$ cat src/rtl/dtt_pkg.sv
// Package for the dual tick timer: register offsets, operation codes and
// the helper that decides whether a control word is accepted.
// Assumes word-aligned offsets; the low two address bits select no byte.
package dtt_pkg;

    localparam int TMR_DIV_OFS   = 8'h00;
    localparam int TMR_CNT_OFS   = 8'h04;
    localparam int TMR_CTRL_OFS  = 8'h08;
    localparam int TMR_STRIDE    = 8'h10;
    localparam int MASK_OFS      = 8'h48;
    localparam int ACK_OFS       = 8'h4C;
    localparam int RAW_OFS       = 8'h50;
    localparam int MASKED_OFS    = 8'h54;

    typedef enum logic [1:0] {
        OP_LOAD = 2'd0,
        OP_STOP = 2'd1,
        OP_RUN  = 2'd2,
        OP_RSVD = 2'd3
    } tmr_op_e;

    // A control word is taken only with a defined op, a defined clock code
    // and clear upper bits.
    function automatic logic ctrl_accept(input logic [31:0] w);
        return (w[1:0] != OP_RSVD) && (w[4:3] != 2'b01) && (w[31:5] == '0);
    endfunction

endpackage

$ cat src/rtl/dtt_timer_chan.sv
// One down-counting timer channel: reload register, counter, run flag and
// tick-source select. Emits a one-cycle hit when it expires and reloads.
// Assumes at most one control write per cycle; an accepted control write
// takes priority over a tick in the same cycle.
module dtt_timer_chan
    import dtt_pkg::*;
#(
    parameter int CNT_W    = 32,
    parameter int NUM_TICK = 4
) (
    input  logic                clk,
    input  logic                rst_n,
    input  logic                div_we,
    input  logic                ctrl_we,
    input  logic [31:0]         wdata,
    input  logic [NUM_TICK-1:0] tick_en,
    output logic [CNT_W-1:0]    div_q,
    output logic [CNT_W-1:0]    cnt_q,
    output logic                run_q,
    output logic                hit
);

    localparam int SEL_W = 3;

    logic [SEL_W-1:0] sel_q;
    logic             take_ctrl;
    logic             src_tick;
    logic             adv;
    tmr_op_e          op;

    // Decode the control command and the tick gating.
    always_comb begin
        take_ctrl = ctrl_we && ctrl_accept(wdata);
        op        = tmr_op_e'(wdata[1:0]);
        src_tick  = sel_q[2] && tick_en[sel_q[1:0]];
        adv       = run_q && src_tick && !take_ctrl;
        hit       = adv && (cnt_q <= CNT_W'(1));
    end

    // Register update: reload value, command handling, counting and reload.
    always_ff @(posedge clk) begin
        if (!rst_n) begin
            div_q <= '0;
            cnt_q <= '0;
            run_q <= 1'b0;
            sel_q <= '0;
        end else begin
            if (div_we) begin
                div_q <= wdata[CNT_W-1:0];
            end
            if (take_ctrl) begin
                sel_q <= wdata[4:2];
                case (op)
                    OP_LOAD: cnt_q <= div_q;
                    OP_STOP: run_q <= 1'b0;
                    OP_RUN:  run_q <= 1'b1;
                    default: ;
                endcase
            end else if (adv) begin
                cnt_q <= hit ? div_q : cnt_q - CNT_W'(1);
            end
        end
    end

endmodule

$ cat src/rtl/dtt_irq_agg.sv
// Interrupt aggregation: raw status set by timer hits, cleared by a
// write-one-to-clear acknowledge, gated by a mask into one level output.
// Assumes a hit wins over an acknowledge of the same bit in one cycle.
module dtt_irq_agg #(
    parameter int N = 2
) (
    input  logic         clk,
    input  logic         rst_n,
    input  logic         mask_we,
    input  logic         ack_we,
    input  logic [N-1:0] wbits,
    input  logic [N-1:0] hits,
    output logic [N-1:0] raw_q,
    output logic [N-1:0] mask_q,
    output logic [N-1:0] masked,
    output logic         irq
);

    logic [N-1:0] clr;

    // Select which raw bits the acknowledge clears this cycle.
    always_comb begin
        clr = ack_we ? wbits : '0;
    end

    // Status and mask registers.
    always_ff @(posedge clk) begin
        if (!rst_n) begin
            raw_q  <= '0;
            mask_q <= '0;
        end else begin
            raw_q <= (raw_q & ~clr) | hits;
            if (mask_we) begin
                mask_q <= wbits;
            end
        end
    end

    // Masked status and the level interrupt.
    always_comb begin
        masked = raw_q & mask_q;
        irq    = |masked;
    end

endmodule

$ cat src/rtl/dual_tick_timer.sv
// Top of the dual tick timer: address decode, two timer channels, the
// interrupt aggregator and the read mux. Word accesses only; read data is
// combinational on the address.
module dual_tick_timer
    import dtt_pkg::*;
#(
    parameter int ADDR_W   = 8,
    parameter int CNT_W    = 32,
    parameter int NUM_TICK = 4,
    parameter int NUM_TMR  = 2
) (
    input  logic                clk,
    input  logic                rst_n,
    input  logic                bus_wr,
    input  logic [ADDR_W-1:0]   bus_addr,
    input  logic [31:0]         bus_wdata,
    output logic [31:0]         bus_rdata,
    input  logic [NUM_TICK-1:0] tick_en,
    output logic                irq
);

    logic [CNT_W-1:0]   div_vec [NUM_TMR];
    logic [CNT_W-1:0]   cnt_vec [NUM_TMR];
    logic [NUM_TMR-1:0] run_vec;
    logic [NUM_TMR-1:0] hit_vec;
    logic [NUM_TMR-1:0] raw_q;
    logic [NUM_TMR-1:0] mask_q;
    logic [NUM_TMR-1:0] masked;
    logic               mask_we;
    logic               ack_we;

    // Global register write decode.
    always_comb begin
        mask_we = bus_wr && (bus_addr == ADDR_W'(MASK_OFS));
        ack_we  = bus_wr && (bus_addr == ADDR_W'(ACK_OFS));
    end

    for (genvar i = 0; i < NUM_TMR; i++) begin : g_tmr
        localparam int BASE = i * TMR_STRIDE;
        logic div_we;
        logic ctrl_we;

        // Per-channel write decode.
        always_comb begin
            div_we  = bus_wr && (bus_addr == ADDR_W'(BASE + TMR_DIV_OFS));
            ctrl_we = bus_wr && (bus_addr == ADDR_W'(BASE + TMR_CTRL_OFS));
        end

        dtt_timer_chan #(
            .CNT_W    (CNT_W),
            .NUM_TICK (NUM_TICK)
        ) u_chan (
            .clk     (clk),
            .rst_n   (rst_n),
            .div_we  (div_we),
            .ctrl_we (ctrl_we),
            .wdata   (bus_wdata),
            .tick_en (tick_en),
            .div_q   (div_vec[i]),
            .cnt_q   (cnt_vec[i]),
            .run_q   (run_vec[i]),
            .hit     (hit_vec[i])
        );
    end

    dtt_irq_agg #(
        .N (NUM_TMR)
    ) u_irq (
        .clk     (clk),
        .rst_n   (rst_n),
        .mask_we (mask_we),
        .ack_we  (ack_we),
        .wbits   (bus_wdata[NUM_TMR-1:0]),
        .hits    (hit_vec),
        .raw_q   (raw_q),
        .mask_q  (mask_q),
        .masked  (masked),
        .irq     (irq)
    );

    // Read mux; unmapped and write-only offsets return zero.
    always_comb begin
        bus_rdata = '0;
        for (int i = 0; i < NUM_TMR; i++) begin
            if (bus_addr == ADDR_W'(i * TMR_STRIDE + TMR_DIV_OFS)) begin
                bus_rdata = 32'(div_vec[i]);
            end
            if (bus_addr == ADDR_W'(i * TMR_STRIDE + TMR_CNT_OFS)) begin
                bus_rdata = 32'(cnt_vec[i]);
            end
        end
        if (bus_addr == ADDR_W'(MASK_OFS))   bus_rdata = 32'(mask_q);
        if (bus_addr == ADDR_W'(RAW_OFS))    bus_rdata = 32'(raw_q);
        if (bus_addr == ADDR_W'(MASKED_OFS)) bus_rdata = 32'(masked);
    end

endmodule

$ cat config.mk
export PLATFORM = sky130hd
export DESIGN_NAME = dual_tick_timer
export DESIGN_NICKNAME = d
export VERILOG_FILES = /design/src/rtl/dtt_pkg.sv /design/src/rtl/dtt_timer_chan.sv /design/src/rtl/dtt_irq_agg.sv /design/src/rtl/dual_tick_timer.sv
export SDC_FILE = /design/constraint.sdc
export NUM_CORES = 1
export LEC_CHECK = 0
export ABC_AREA = 0
export BUFFER_PORTS_ARGS = -buffer_cell sky130_fd_sc_hd__buf_2
export CAP_MARGIN = 20
export CELL_PAD_IN_SITES_DETAIL_PLACEMENT = 1
export CELL_PAD_IN_SITES_GLOBAL_PLACEMENT = 1
export CORE_AREA = 3 3 179 164
export DETAILED_ROUTE_END_ITERATION = 10
export DIE_AREA = 0 0 182 167
export PLACE_DENSITY_LB_ADDON = 0.15
export SYNTH_ARGS = -nofsm -noshare
export SYNTH_HDL_FRONTEND = slang
export SYNTH_SLANG_ARGS = --single-unit
$ cat constraint.sdc
create_clock -name clk -period 3.7 [get_ports clk]
set_input_delay 0.74 -clock clk [delete_from_list [all_inputs] [get_ports clk]]
set_output_delay 0.74 -clock clk [all_outputs]
set_load 0.005 [all_outputs]
-- Word-level counts from Yosys, hierarchy flattened
Cells that the tools add are included.
- reductions and logical operators: 31
- bitwise gates (word level): 4
- add/sub/neg operators: 2
- divide/modulo/power cells: 0
- $mul: 0
- shifts and indexed selects: 0
- equality and inequality tests: 15
- multiplexer cells: 21
- $lt $le $gt $ge: 4
- operators by type and width (cell ; count):
    32-bit 2-to-1 mux ; 15
    32-bit by 1-bit less-or-equal comparator with 1-bit output, second input constant ; 2
    32-bit by 1-bit subtractor with 32-bit output, second input constant ; 2
    8-bit by 7-bit equality test with 1-bit output, second input constant ; 4
    27-bit logical NOT ; 1
    8-bit by 5-bit equality test with 1-bit output, second input constant ; 3
    1-bit logical AND ; 18
    8-bit by 3-bit equality test with 1-bit output, second input constant ; 1
    8-bit by 4-bit equality test with 1-bit output, second input constant ; 1
    8-bit logical NOT ; 1
    2-bit AND reduction ; 4
    2-bit by 3-bit less-than comparator with 1-bit output, second input constant ; 2
    2-bit inequality test, second input constant ; 3
    2-bit nonzero test ; 3
    2-bit AND ; 2
    1-bit binary-select mux with 2-bit select ; 2
    2-bit by 1-bit equality test with 1-bit output, second input constant ; 1
    2-bit equality test, second input constant ; 1
    1-bit logical NOT ; 2
    2-bit logical NOT ; 1
    1-bit 2-to-1 mux ; 2
    2-bit 2-to-1 mux ; 1
    2-bit by 1-bit inequality test with 1-bit output, second input constant ; 1
    2-bit NOT ; 1
    other kinds (3) ; 3
- word-level logic and storage cells: 87
- latch bits: 0
- memory bits (read-only): 0
- output and inout bits: 33
- register bits: 140
- input port bits: 47
- memory bits (writable): 0
- memories kept: 0

-- Logic depth before layout (Yosys ltp)
- depth in word-level cells: 10
- depth in mapped cells: 9
- depth with buffers taken out: 8

-- Modules after synthesis
From an unflattened synthesis, not the netlist that was laid out.
- cell total of the unflattened synthesis: 1124
- area total of the unflattened synthesis: 8739.6 sq um
- by module, submodules not included (module ; cells each ; times used ; seq. area each (sq um) ; area an instance (sq um)):
    dtt_timer_chan (g_tmr[0].u_chan) ; 428 ; 1 ; 1361.3 ; 3766.1
    dtt_timer_chan (g_tmr[1].u_chan) ; 436 ; 1 ; 1361.3 ; 3557.2
    dual_tick_timer ; 243 ; 1 ; 0.0 ; 1252.5
    dtt_irq_agg ; 17 ; 1 ; 80.1 ; 163.9

-- Worst setup path after synthesis
OpenSTA, ideal clock, no wires.
- path type: in2out
- from: input port bus_addr[4]
- to: output port bus_rdata[10]
- arrival time: 2.286 ns
- data required time: 2.960 ns
- buffers on the path: 1
- slack: 0.674 ns
- stages on the path: 5
- cells stage by stage: or4_1 > nor3_1 > clkbuf_1 > a22oi_1 > nand2_1
- longest elaborated chain between the ends: 8
- elaborated cells on any way between the ends: 14
- classes of those cells: eq/ne: 6; mux: 7; reduce/logical: 1
- RTL lines (what ; RTL line ; RTL):
    start: declaration ; dual_tick_timer.sv:15 ; input logic [ADDR_W-1:0] bus_addr,
    8-bit logical NOT ; dual_tick_timer.sv:85 ; if (bus_addr == ADDR_W'(i * TMR_STRIDE + TMR_DIV_OFS)) begin
    32-bit 2-to-1 mux ; dual_tick_timer.sv:85 ;
    32-bit 2-to-1 mux ; dual_tick_timer.sv:88 ; if (bus_addr == ADDR_W'(i * TMR_STRIDE + TMR_CNT_OFS)) begin
    32-bit 2-to-1 mux ; dual_tick_timer.sv:85 ;
    32-bit 2-to-1 mux ; dual_tick_timer.sv:88 ;
    32-bit 2-to-1 mux ; dual_tick_timer.sv:92 ; if (bus_addr == ADDR_W'(MASK_OFS)) bus_rdata = 32'(mask_q);
    32-bit 2-to-1 mux ; dual_tick_timer.sv:93 ; if (bus_addr == ADDR_W'(RAW_OFS)) bus_rdata = 32'(raw_q);
    32-bit 2-to-1 mux * ; dual_tick_timer.sv:94 ; if (bus_addr == ADDR_W'(MASKED_OFS)) bus_rdata = 32'(masked);
    end: declaration ; dual_tick_timer.sv:17 ; output logic [31:0] bus_rdata,
Every way passes the cells marked *; elsewhere a longest branch is shown, timed or not.

-- Worst setup path after layout
Same ends and word-level chain as after synthesis.

==> results.txt <==
----------------------------------------------------
[Drt]
  Number of vias per cell ... 5.77
  Post-detailed-route count of antenna-violating nets ... 0
  Number of optimization iterations in the first detailed-route pass ... 5
  Drt initial violations ... 626
  Residual DRC count ... 0
  Total detailed-routing wirelength ... 37,000 um
  Routed via count ... 8,723
  Wire per inst ... 24.4 um

[Worst setup path]
  Origin of the critical flop-to-flop path ... g_tmr[1].u_chan.cnt_q[0]$_SDFFE_PN0P_
  Type of destination of the critical path ... output port
  Req. time, crit path ... 2.96 ns
  Peak fanout along the critical path ... 19
  Start-to-end type of the worst setup path ... primary input to output port
  Register-to-register path setup slack ... 0.67 ns
  Startpoint type of the worst setup path ... primary input
  Origin of the worst setup path ... bus_addr[4]
  Number of cells traversed by the worst register-to-register path ... 8
  Arrival @ worst endpoint ... 2.54 ns

[Logic synthesis]
  Synthesized area per cell ... 7.72 um2
  Sequential area share after synthesis ... 34.1%
  Warnings from Yosys ... 0
  Main synth FF type ... sky130_fd_sc_hd__dfxtp_1
  Number of flops mapped to enable cells by yosys ... 0
  Post-Syn Instances ... 1,065
  Number of synthesized register bits ... 140
  Share of async-settable or async-resettable flops after synthesis ... 0%
  Total standard cell area after synthesis ... 0.00822 mm2
  Net count of the mapped netlist ... 1,119
  Post-synthesis cell type count ... 59

[STA]
  Post-layout min period ... 3.28 ns
  Headroom to the max-slew limit ... 31.2%
  Hold violation total from the final report ... 0
  Fmax achieved ... 305 MHz
  Unrepaired setup endpoints after global routing ... false
  Slew @ Worst Pin ... 1.03 ns
  Skew final ... 0.0145 ns
  Sum Neg Setup Slack ... 0 ns
  Number of pins with negative max-slew slack in the final report ... 0
  Number of setup violations in the final report ... 0
  Final worst path period share ... 88.7%

[Floorplanning]
  Standard cell core area ... 0.0277 mm2
  Die area ... 0.0304 mm2
  Starting density of the core ... 29.6%
  Die extent in x ... 182 um
  Boundary Pins ... 80
  Die height ... 167 um
  Placement Rows ... 58

[Global route]
  Grt ovf ... 0
  Total routing usage reported by global routing ... 23.9%
  Pin count of the biggest net entering global routing ... 49
  Initial antenna violation count ... 0
  Global-route wire length before repair ... 55,500 um
  Via count of the first global-routing pass ... 8,397

[Final layout]
  Share of final-layout standard cells stronger than drive strength 1 ... 17.2%
  Total Nets Final ... 1,195
  Most common library cell in the layout ignoring fill and taps ... sky130_fd_sc_hd__nand2_1
  Seq. cell area ... 0.00280 mm2
  Footprint of the multi-input gates ... 0.00509 mm2
  Antenna diode count ... 0
  Commonest cells after routing, fill and taps aside ... sky130_fd_sc_hd__nand2_1 (244), sky130_fd_sc_hd__dfxtp_1 (140), sky130_fd_sc_hd__buf_2 (78)
  # fillers ... 3,398
  Relative area change from synthesis to final layout ... 20.2%

[Clock tree]
  Buffer count from post-CTS setup fixing ... 0
  Number of H-tree levels ... 4
  CTS resizes ... 0
  Clock tree from TritonCTS ... built
  Clock buffers created by TritonCTS ... 17
  Hold buffers post-CTS ... 0
  CTS sink count ... 140
  CTS clk-pin slew, worst paths ... 0.07 ns
  Buffer depth of the longest clock path ... 2
  Clock latency at the later pin of the worst-skew pair ... 0.45 ns
  Clock tree root driver cell ... sky130_fd_sc_hd__clkbuf_16

[Status]
  Outcome ... complete, no violations

[Power]
  P per Cell Area ... 364 mW/mm2
  Overall power consumption ... 3.60 mW
  Peak supply drop ... 325 uV
  Reported leakage power ... 4.28 nW

[Worst hold path]
  Cell depth of the worst hold path ... 2
  Hold path startpoint ... g_tmr[0].u_chan.run_q$_SDFFE_PN0P_
  Class of the worst hold path ... flip-flop to flip-flop

[Place]
  PortBufs ... 79
  Detailed Place HPWL ... 27,100 um
  Last weighted congestion value of the routability-driven placer ... 0.839

[Job]
  Maxcap violations ... 0

----------------------------------------------------
[Yosys cell counts, drive strengths merged, types with 14 or more instances]
| cell type | n | area share (%) |
|---|---|---|
| a211oi | 16 | 1.8 |
| a21boi | 68 | 6.2 |
| a21oi | 63 | 3.9 |
| a22oi | 61 | 5.6 |
| buf | 19 | 1.4 |
| clkbuf | 53 | 2.4 |
| dfxtp | 140 | 34 |
| inv | 14 | 0.64 |
| mux2i | 49 | 6.0 |
| nand2 | 245 | 11 |
| nand3 | 28 | 1.7 |
| nor2 | 60 | 2.7 |
| nor3 | 30 | 2.1 |
| nor4 | 33 | 3.3 |
| o22ai | 39 | 3.0 |
| o31ai | 16 | 1.5 |
| or3 | 25 | 2.0 |
[state kept, by name (all words and copies together), names as in the netlist]
| name | cells |
|---|---|
| u_irq.mask_q | 2 |
| g_tmr.u_chan.cnt_q | 64 |
| u_irq.raw_q | 2 |
| g_tmr.u_chan.run_q | 2 |
| g_tmr.u_chan.sel_q | 6 |
| g_tmr.u_chan.div_q | 64 |
[logic make-up after synthesis]
kind of cell / count (synthesis) / synth area share (%)
AO/OA/AOI/OAI: 304 / 25.8
adder cells (fa/ha/maj): 7 / 1.07
buffers and inverters: 86 / 4.42
flip-flops: 140 / 34.1
multiplexers: 54 / 6.97
AND/OR/NAND/NOR: 474 / 27.6
[through the flow]
step / area, um2 / cells / setup WS (ns) / hold WS (ns) / util [%]
2_1_floorplan: 8220 / 1065 / 0.674 / 0.448 / -
6_report: 9880 / 1513 / 0.419 / 0.491 / 35.6
4_1_cts: 9880 / 1513 / 0.447 / 0.497 / 35.6
5_1_grt: 9880 / 1513 / 0.373 / 0.519 / 35.6
3_5_place_dp: 9230 / 1482 / 0.346 / 0.485 / 33.3
3_3_place_gp: 9230 / 1482 / 0.398 / 0.473 / 33.3
[metal layers]
metal,global-route usage (%),wire [um]
met2,36.4,16400
met5,0,0
met4,6.42,731
met1,34.5,18000
met3,4.37,1870
[layout make-up]
cell class              count  area share [%]
multi-input cells         839            51.5
clock buffers              19            4.59
flip-flops and latches    140            28.4
clock inverters            12            1.96
inverters                  14           0.532
repair buffers            129            8.46
well taps                 360            4.56
[power by group]
| group | switching, mW | internal (mW) |
|---|---|---|
| clock network | 0.740 | 1.22 |
| logic | 0.0807 | 0.0434 |
| registers | 0.00128 | 1.51 |
[critical path, stage by stage]
cell and delay (ns):
sky130_fd_sc_hd__buf_2 0.13, sky130_fd_sc_hd__or4_1 0.67, sky130_fd_sc_hd__nor3_2 0.28, sky130_fd_sc_hd__buf_4 0.31
sky130_fd_sc_hd__a22oi_1 0.13, sky130_fd_sc_hd__nand2_1 0.13, sky130_fd_sc_hd__buf_2 0.13
[worst paths after layout]
kind                                                          endpoint
worst min-delay path                g_tmr[0].u_chan.run_q$_SDFFE_PN0P_
worst max register to register  g_tmr[1].u_chan.cnt_q[23]$_SDFFE_PN0P_
worst min register to register      g_tmr[0].u_chan.run_q$_SDFFE_PN0P_
worst max-delay path                                     bus_rdata[10]
(Power assumes the default switching activity.)
